File: config.mk
export PLATFORM = sky130hd
export DESIGN_NAME = dslot_branch_unit
export DESIGN_NICKNAME = d
export VERILOG_FILES = /design/src/rtl/dslot_pkg.sv /design/src/rtl/dslot_cond.sv /design/src/rtl/dslot_target.sv /design/src/rtl/dslot_pipe_regs.sv /design/src/rtl/dslot_branch_unit.sv
export SDC_FILE = /design/constraint.sdc
export NUM_CORES = 1
export LEC_CHECK = 0
export CAP_MARGIN = 20
export CORE_MARGIN = 4
export CORE_UTILIZATION = 55
export CTS_BUF_LIST = sky130_fd_sc_hd__clkbuf_2
export CTS_CLUSTER_SIZE = 25
export DETAILED_ROUTE_END_ITERATION = 12
export DONT_BUFFER_PORTS = 1
export HOLD_SLACK_MARGIN = 0.06
export PLACE_DENSITY = 0.78
export RECOVER_POWER = 50
export SLEW_MARGIN = 20
export SYNTH_ARGS = -nofsm -noshare
export SYNTH_HDL_FRONTEND = slang
export SYNTH_SLANG_ARGS = --single-unit
File: constraint.sdc
create_clock -name clk_i -period 7.8 [get_ports clk_i]
set_clock_uncertainty 0.05 [all_clocks]
set_input_delay 0 -clock clk_i [delete_from_list [all_inputs] [get_ports clk_i]]
set_output_delay 0 -clock clk_i [all_outputs]
set_load 0.05 [all_outputs]
File: src/rtl/dslot_pkg.sv
package dslot_pkg;
  typedef enum logic [1:0] {
    CTL_NONE = 2'b00,
    CTL_BEQ  = 2'b01,
    CTL_BNE  = 2'b10,
    CTL_JUMP = 2'b11
  } ctl_kind_e;
endpackage

File: src/rtl/dslot_cond.sv
module dslot_cond
  import dslot_pkg::*;
#(
  parameter int XLEN      = 32,
  parameter int CMP_STYLE = 1  // 0: direct compare, 1: xor-reduce
) (
  input  logic            valid_i,
  input  ctl_kind_e       kind_i,
  input  logic [XLEN-1:0] opa_i,
  input  logic [XLEN-1:0] opb_i,
  output logic            take_o
);
  logic same;

  generate
    if (CMP_STYLE == 0) begin : g_direct
      assign same = (opa_i == opb_i);
    end else begin : g_xor
      logic [XLEN-1:0] diff;
      assign diff = opa_i ^ opb_i;
      assign same = ~|diff;
    end
  endgenerate

  always_comb begin
    take_o = 1'b0;
    if (valid_i) begin
      unique case (kind_i)
        CTL_BEQ:  take_o = same;
        CTL_BNE:  take_o = ~same;
        CTL_JUMP: take_o = 1'b1;
        default:  take_o = 1'b0;
      endcase
    end
  end
endmodule

File: src/rtl/dslot_target.sv
module dslot_target
  import dslot_pkg::*;
#(
  parameter int XLEN  = 32,
  parameter int OFF_W = 16,
  parameter int IDX_W = 26
) (
  input  logic [XLEN-1:0]  slot_pc_i,
  input  logic [OFF_W-1:0] off_i,
  input  logic [IDX_W-1:0] idx_i,
  input  ctl_kind_e        kind_i,
  input  logic             take_i,
  output logic [XLEN-1:0]  npc_o
);
  localparam int EXT_W = XLEN - OFF_W - 2;
  localparam int HI_W  = XLEN - IDX_W - 2;

  logic [XLEN-1:0] seq_pc, br_pc, jmp_pc, off_x;

  assign off_x  = {{EXT_W{off_i[OFF_W-1]}}, off_i, 2'b00};
  assign seq_pc = slot_pc_i + XLEN'(4);
  assign br_pc  = slot_pc_i + off_x;
  assign jmp_pc = {slot_pc_i[XLEN-1 -: HI_W], idx_i, 2'b00};

  always_comb begin
    if (!take_i)                npc_o = seq_pc;
    else if (kind_i == CTL_JUMP) npc_o = jmp_pc;
    else                        npc_o = br_pc;
  end
endmodule

File: src/rtl/dslot_pipe_regs.sv
module dslot_pipe_regs #(
  parameter int          XLEN      = 32,
  parameter logic [31:0] RESET_VEC = 32'h0000_1000
) (
  input  logic            clk_i,
  input  logic            rst_ni,
  input  logic            stall_i,
  input  logic [XLEN-1:0] npc_i,
  output logic [XLEN-1:0] pc_o,
  output logic [XLEN-1:0] dec_pc_o,
  output logic            dec_valid_o
);
  logic [XLEN-1:0] pc_q, dec_pc_q;
  logic            dec_valid_q;

  always_ff @(posedge clk_i or negedge rst_ni) begin
    if (!rst_ni) begin
      pc_q        <= XLEN'(RESET_VEC);
      dec_pc_q    <= '0;
      dec_valid_q <= 1'b0;
    end else if (!stall_i) begin
      pc_q        <= npc_i;
      dec_pc_q    <= pc_q;
      dec_valid_q <= 1'b1;
    end
  end

  assign pc_o        = pc_q;
  assign dec_pc_o    = dec_pc_q;
  assign dec_valid_o = dec_valid_q;
endmodule

File: src/rtl/dslot_branch_unit.sv
module dslot_branch_unit
  import dslot_pkg::*;
#(
  parameter int          XLEN      = 32,
  parameter int          OFF_W     = 16,
  parameter int          IDX_W     = 26,
  parameter int          CMP_STYLE = 1,
  parameter logic [31:0] RESET_VEC = 32'h0000_1000
) (
  input  logic             clk_i,
  input  logic             rst_ni,
  input  logic             stall_i,
  input  logic [1:0]       kind_i,
  input  logic [XLEN-1:0]  opa_i,
  input  logic [XLEN-1:0]  opb_i,
  input  logic [OFF_W-1:0] br_off_i,
  input  logic [IDX_W-1:0] jmp_idx_i,
  output logic [XLEN-1:0]  fetch_pc_o,
  output logic [XLEN-1:0]  dec_pc_o,
  output logic             dec_valid_o,
  output logic             redirect_o
);
  ctl_kind_e       kind;
  logic            take, take_ok;
  logic [XLEN-1:0] pc, npc;

  assign kind    = ctl_kind_e'(kind_i);
  assign take_ok = take & ~stall_i;  // redirect waits for the stall to lift

  dslot_cond #(.XLEN(XLEN), .CMP_STYLE(CMP_STYLE)) i_cond (
    .valid_i (dec_valid_o),
    .kind_i  (kind),
    .opa_i   (opa_i),
    .opb_i   (opb_i),
    .take_o  (take)
  );

  dslot_target #(.XLEN(XLEN), .OFF_W(OFF_W), .IDX_W(IDX_W)) i_target (
    .slot_pc_i (pc),
    .off_i     (br_off_i),
    .idx_i     (jmp_idx_i),
    .kind_i    (kind),
    .take_i    (take_ok),
    .npc_o     (npc)
  );

  dslot_pipe_regs #(.XLEN(XLEN), .RESET_VEC(RESET_VEC)) i_regs (
    .clk_i       (clk_i),
    .rst_ni      (rst_ni),
    .stall_i     (stall_i),
    .npc_i       (npc),
    .pc_o        (pc),
    .dec_pc_o    (dec_pc_o),
    .dec_valid_o (dec_valid_o)
  );

  assign fetch_pc_o = pc;
  assign redirect_o = take_ok;
endmodule

# After elaboration in Yosys (flattened, before gate mapping)
# Cells that the tools add are included.
# op_classes
bitwise_logic,3
n_mux,4
n_eq_ne,4
add_sub_neg,2
n_reduce_logical,3
# ops
op,count
$mux W32,2
$add A32 B3 Y32 const B,1
$add A32 B32 Y32,1
$reduce_or A32 Y1,1
$xor A32 B32 Y32,1
$eq A2 B2 Y1 const B,2
$pmux W1 S3,1
$eq A2 B1 Y1 const B,1
$ne A2 B2 Y1 const B,1
$reduce_and A2 Y1,1
$and A1 B1 Y1,1
$logic_not A1 Y1,1
$mux W1,1
$not A1 Y1,1
# totals
reg_bits,65
wordCells,20

# Longest topological paths before layout
# logic_depth
depth_word,8
ltp_mapped,11
depth_no_buf,11

# Hierarchy
# A second synthesis with hierarchy kept.
# unflattened
hier_cells,582
hier_area_um2,5614.1
# by_module_without_submodules
mod,cells_each,instances,area_per_inst_um2
dslot_target,399,1,2615.0
dslot_pipe_regs,137,1,2611.3
dslot_cond,45,1,374.1
dslot_branch_unit,1,1,13.8

# Least setup slack after synthesis
# OpenSTA, ideal clock, no wires.
# synth_path
path_type,reg2reg
startpoint,register i_regs.pc_q[2] (netlist: i_regs.pc_o[2])
endpoint,register i_regs.pc_q[24] (netlist: i_regs.pc_o[24])
n_path_buf,0
stages_incl_launch_ff,12
t_arrival_ns,2.806
slack_ns,4.803
required_ns,7.608
cell_sequence,dfrtp_1 > ha_1 > fa_1 > a211oi_1 > nor2_1 > o31ai_1 > a21oi_2 > o21ai_0 > nand2_1 > a31oi_1 > xor2_1 > o221ai_1
# synth_between
elab_chain_len,3
elab_cells_between_ends,4
classes_between,2 x add/sub; 2 x mux
# synth_lines
item,line_no,source
start: declaration,dslot_pipe_regs.sv:13,"logic [XLEN-1:0] pc_q, dec_pc_q;"
start signal: assignment,dslot_pipe_regs.sv:18,pc_q <= XLEN'(RESET_VEC);
start signal: assignment,dslot_pipe_regs.sv:22,pc_q <= npc_i;
$add A32 B32 Y32,dslot_target.sv:22,assign br_pc = slot_pc_i + off_x;
$mux W32,dslot_target.sv:27,else if (kind_i == CTL_JUMP) npc_o = jmp_pc;
$mux W32 *,dslot_target.sv:26,if (!take_i) npc_o = seq_pc;
# Every way passes the cells marked *; elsewhere a longest branch is shown, timed or not. The select of a mux whose other input is x is not followed.
# A chain may end at the register's enable or synchronous reset.

# Final worst setup path
# Ends and elaborated chain as after synthesis.

==> out/metrics.csv <==
stage,metric,value,unit
pwr,PD cells,335,mW/mm2
routing,TritonRoute pass-1 iters,5,
finish,"most common cell after layout, fill and taps aside",dfrtp_1,
floorplan,DIE WIDTH,104,um
finish,most frequent cells in the layout,"60 x dfrtp_1, 53 x dlygate4sd3_1, 47 x a21oi_1",
clock_tree,Clock Sinks,61,
min_path,hold path start,br_off_i[2],
yosys,Syn Std Cell Area,0.00508,mm2
clock_tree,# resized after CTS,0,
yosys,Syn Area/Cell,8.65,um2
worst_setup_path,flop-to-flop setup slack,3.80,ns
pwr,Logic pwr share,0.384,
clock_tree,# H-tree levels,3,
worst_setup_path,Top delay family on crit path,compound AO/OA/AOI/OAI gates,
routing,final WL,15600,um
routing,wire per inst,20.9,um
sta,Final period util,0.513,
floorplan,core box area,0.00885,mm2
routing,via count,4953,
yosys,Post-synth EDFFs,0,
worst_setup_path,CP Cell Sequence,ha_1 -> fa_1 -> a211oi_1 -> nor2_1 -> o31ai_1 -> a21oi_2 -> o21ai_0 -> nand2_1 -> a31oi_1 -> xor2_1 -> o221ai_1 -> dlygate4sd3_1,
worst_setup_path,Reg2Reg Capture Point,i_regs.pc_o[24],
pwr,clock power share,0.138,
global_routing,GRT Util Overall,0.286,
worst_setup_path,Critical Path Source Type,flip-flop,
routing,vias per cell,6.65,
clock_tree,clk root buf,clkbuf_2,
yosys,Post-synth top flop,dfrtp_1,
worst_setup_path,Required @ worst endpoint,8.21,ns
worst_setup_path,Reg2Reg Depth,12,
pwr,sequential power share,0.479,
global_routing,wire length of the first global-routing pass,25600,um
placed_design,Detailed Place HPWL,10500,um
sta,Slew headroom,-1.18,
finish,layout cell share with drive strength beyond 1,0.0832,
min_path,min-delay worst type,in2reg,
global_routing,vias in the first global route,5112,
routing,"antenna viol nets, final",0,
finish,Layout area overhead,14.8,%
sta,worst slew pin tran,3.26,ns
worst_setup_path,crit end category,flip-flop,
yosys,Yosys cell types,69,
sta,setup tns final,0,ns
routing,Remaining DRCs,0,
worst_setup_path,critical path class,reg2reg,
sta,Final Max Slew Viols,61,
floorplan,initial core utilization,0.574,
worst_setup_path,worst r2r src,i_regs.pc_o[2],
clock_tree,CTS Buffer Depth,2,
sta,Max Clock Freq,250,MHz
yosys,sequential area share after synthesis,0.301,
worst_setup_path,CP max-delay cell,dfrtp_1,
floorplan,io pins,177,
min_path,WHS Path Cells,4,
yosys,Mapped Cells,587,
floorplan,row cnt,34,
sta,RSZ-0062 raised after global routing,no,
global_routing,initial antenna violation count,0,
finish,fin nets,774,
global_routing,largest net degree at the start of global routing,87,
finish,Ant. Diodes,0,
worst_setup_path,"Data arrival, critical path",4.41,ns
clock_tree,"Clk Latency, worst-skew pair",0.55,ns
pwr,Sw Pwr,1.06,mW
floorplan,chip height,104,um
pwr,P_int,891,uW
sta,minimum clock period,4.00,ns
outcome,failing checks,"capacitance limit, slew limit",
clock_tree,CTS tree,done,
placed_design,final RePlAce weighted congestion,0.844,
pwr,Leak Pwr,2.41,nW
sta,Final Hold Fails,0,
worst_setup_path,CP max stage delay,0.66,ns
routing,1st-iter DRT viols,351,
outcome,status,"complete, but fails checks",
pwr,total chip power,1.96,mW
global_routing,global route overflow,0,
job,Max-cap violations,1,
placed_design,Buffers on Ports,0,
yosys,Ys Warns,0,
worst_setup_path,Worst Path Buf+Inv,1,
clock_tree,Num CTS Buffers,9,
worst_setup_path,Crit Path Max Fanout,6,
floorplan,DIE AREA,0.0108,mm2
pwr,largest vdd supply drop,233,uV
sta,setup violators final,0,
clock_tree,clock slew seen by the registers of the worst setup and hold paths,0.20,ns
min_path,WHS Endpoint,i_regs.pc_o[4],
pwr,Sw Ratio,0.544,
yosys,share of async-settable or async-resettable flops after synthesis,1.00,
yosys,post-synthesis register bit count,61,
worst reg2reg max path: cells and delay by family, from the launching register on:
family	cells	cell delay (ns)
AOI/OAI and AO/OA	6	1.40
adders and majority gates	2	0.78
DFF	1	0.66
buffers and inverters	1	0.58
and+or+nand+nor	2	0.28
xor gates and xnor gates	1	0.16
synth_stat cells, types with 3 or more instances:
cell type,instances,share of area
xor2_1,40,0.069
o211ai_1,5,0.0074
nand2b_1,7,0.0086
nand4_1,7,0.0086
o31ai_1,3,0.0044
o21ai_1,7,0.0069
a31oi_1,8,0.0099
nor2b_1,9,0.011
dfrtp_1,60,0.30
o21bai_1,4,0.0059
clkbuf_1,12,0.0089
nor3b_1,4,0.0059
mux2_2,22,0.049
a221oi_1,9,0.016
and3_1,9,0.011
and2_1,3,0.0037
a211oi_1,10,0.015
a21oi_1,47,0.046
nand2_1,39,0.029
buf_4,6,0.0089
a21boi_1,3,0.0044
a21o_1,19,0.028
inv_1,19,0.014
nor2_1,30,0.022
xnor2_1,20,0.034
o21a_1,6,0.0089
ha_1,30,0.074
or3_1,4,0.0049
mux2i_1,3,0.0059
a221oi_2,3,0.0089
o21ai_0,44,0.043
buf_2,6,0.0059
nor3_1,17,0.017
nor4_1,13,0.016
nand3_1,18,0.018
layout make-up:
type                       count  area, um2
fill                         694       3020
sequential                    61       1530
multi-input combinational    482       3360
clock inverter                 7        114
tap                          108        135
clock buffer                   9       45.0
inverter                      21       78.8
timing repair buffer          57        573
what timing repair did:
item	in CTS	in global routing
hold endpoints to repair	122	0
buffers inserted	0	0
hold buffers	56	0
cells by family (layout without fill, tap and decap cells):
group                    Yosys count  count (layout)  synth area share
adder cells (fa/ha/maj)           31              31            0.0779
AO/OA/AOI/OAI                    190             190             0.245
XOR/XNOR                          60              60             0.103
flip-flops                        61              61             0.301
AND/OR/NAND/NOR                  172             172             0.177
multiplexers                      25              25            0.0547
other                              1               4          0.000738
buffers and inverters             47              94            0.0406
per-layer routing:
| metal | share of wire | GRT usage |
|---|---|---|
| met1 | 0.38 | 0.342 |
| met5 | 0 | 0 |
| met4 | 0.029 | 0.128 |
| met2 | 0.49 | 0.480 |
| met3 | 0.098 | 0.0776 |
through the flow:
stage / util / hold slack [ns] / std cells / instance area (um2) / setup WS (ns)
6_report: 0.659 / 0.0952 / 745 / 5830 / 3.80
5_1_grt: 0.659 / 0.0963 / 745 / 5830 / 3.30
4_1_cts: 0.664 / 0.0941 / 745 / 5880 / 3.85
3_5_place_dp: 0.577 / -0.344 / 673 / 5110 / 4.41
3_3_place_gp: 0.577 / -0.343 / 673 / 5110 / 4.49
2_1_floorplan: - / -0.346 / 590 / 5090 / 4.80
sequential cells by signal (all words and copies together), names as in the netlist:
register            flops
i_regs.dec_pc_o        30
i_regs.dec_valid_o      1
i_regs.pc_o            30
how the worst max path moves through the flow:
stage / start / end / slack, ns / cells after the start
global route: rst_ni / i_regs.pc_o[4] / 3.30 / 4
detailed placement: i_regs.pc_o[2] / i_regs.pc_o[24] / 4.41 / 11
finish: i_regs.pc_o[2] / i_regs.pc_o[24] / 3.80 / 12
floorplan: i_regs.pc_o[2] / i_regs.pc_o[24] / 4.80 / 11
global placement: i_regs.pc_o[2] / i_regs.pc_o[24] / 4.49 / 11
CTS: i_regs.pc_o[2] / i_regs.pc_o[24] / 3.85 / 12
power groups by stage:
stage	Clock (mW)	Combinational, mW	Sequential (mW)
after floorplan	0	0.550	0.891
after detailed placement	0	0.654	0.943
after global placement	0	0.626	0.936
after CTS	0.272	0.728	0.935
after global routing	0.290	0.830	0.954
final	0.269	0.750	0.936
Note: power is estimated with default switching activity, not from simulation.
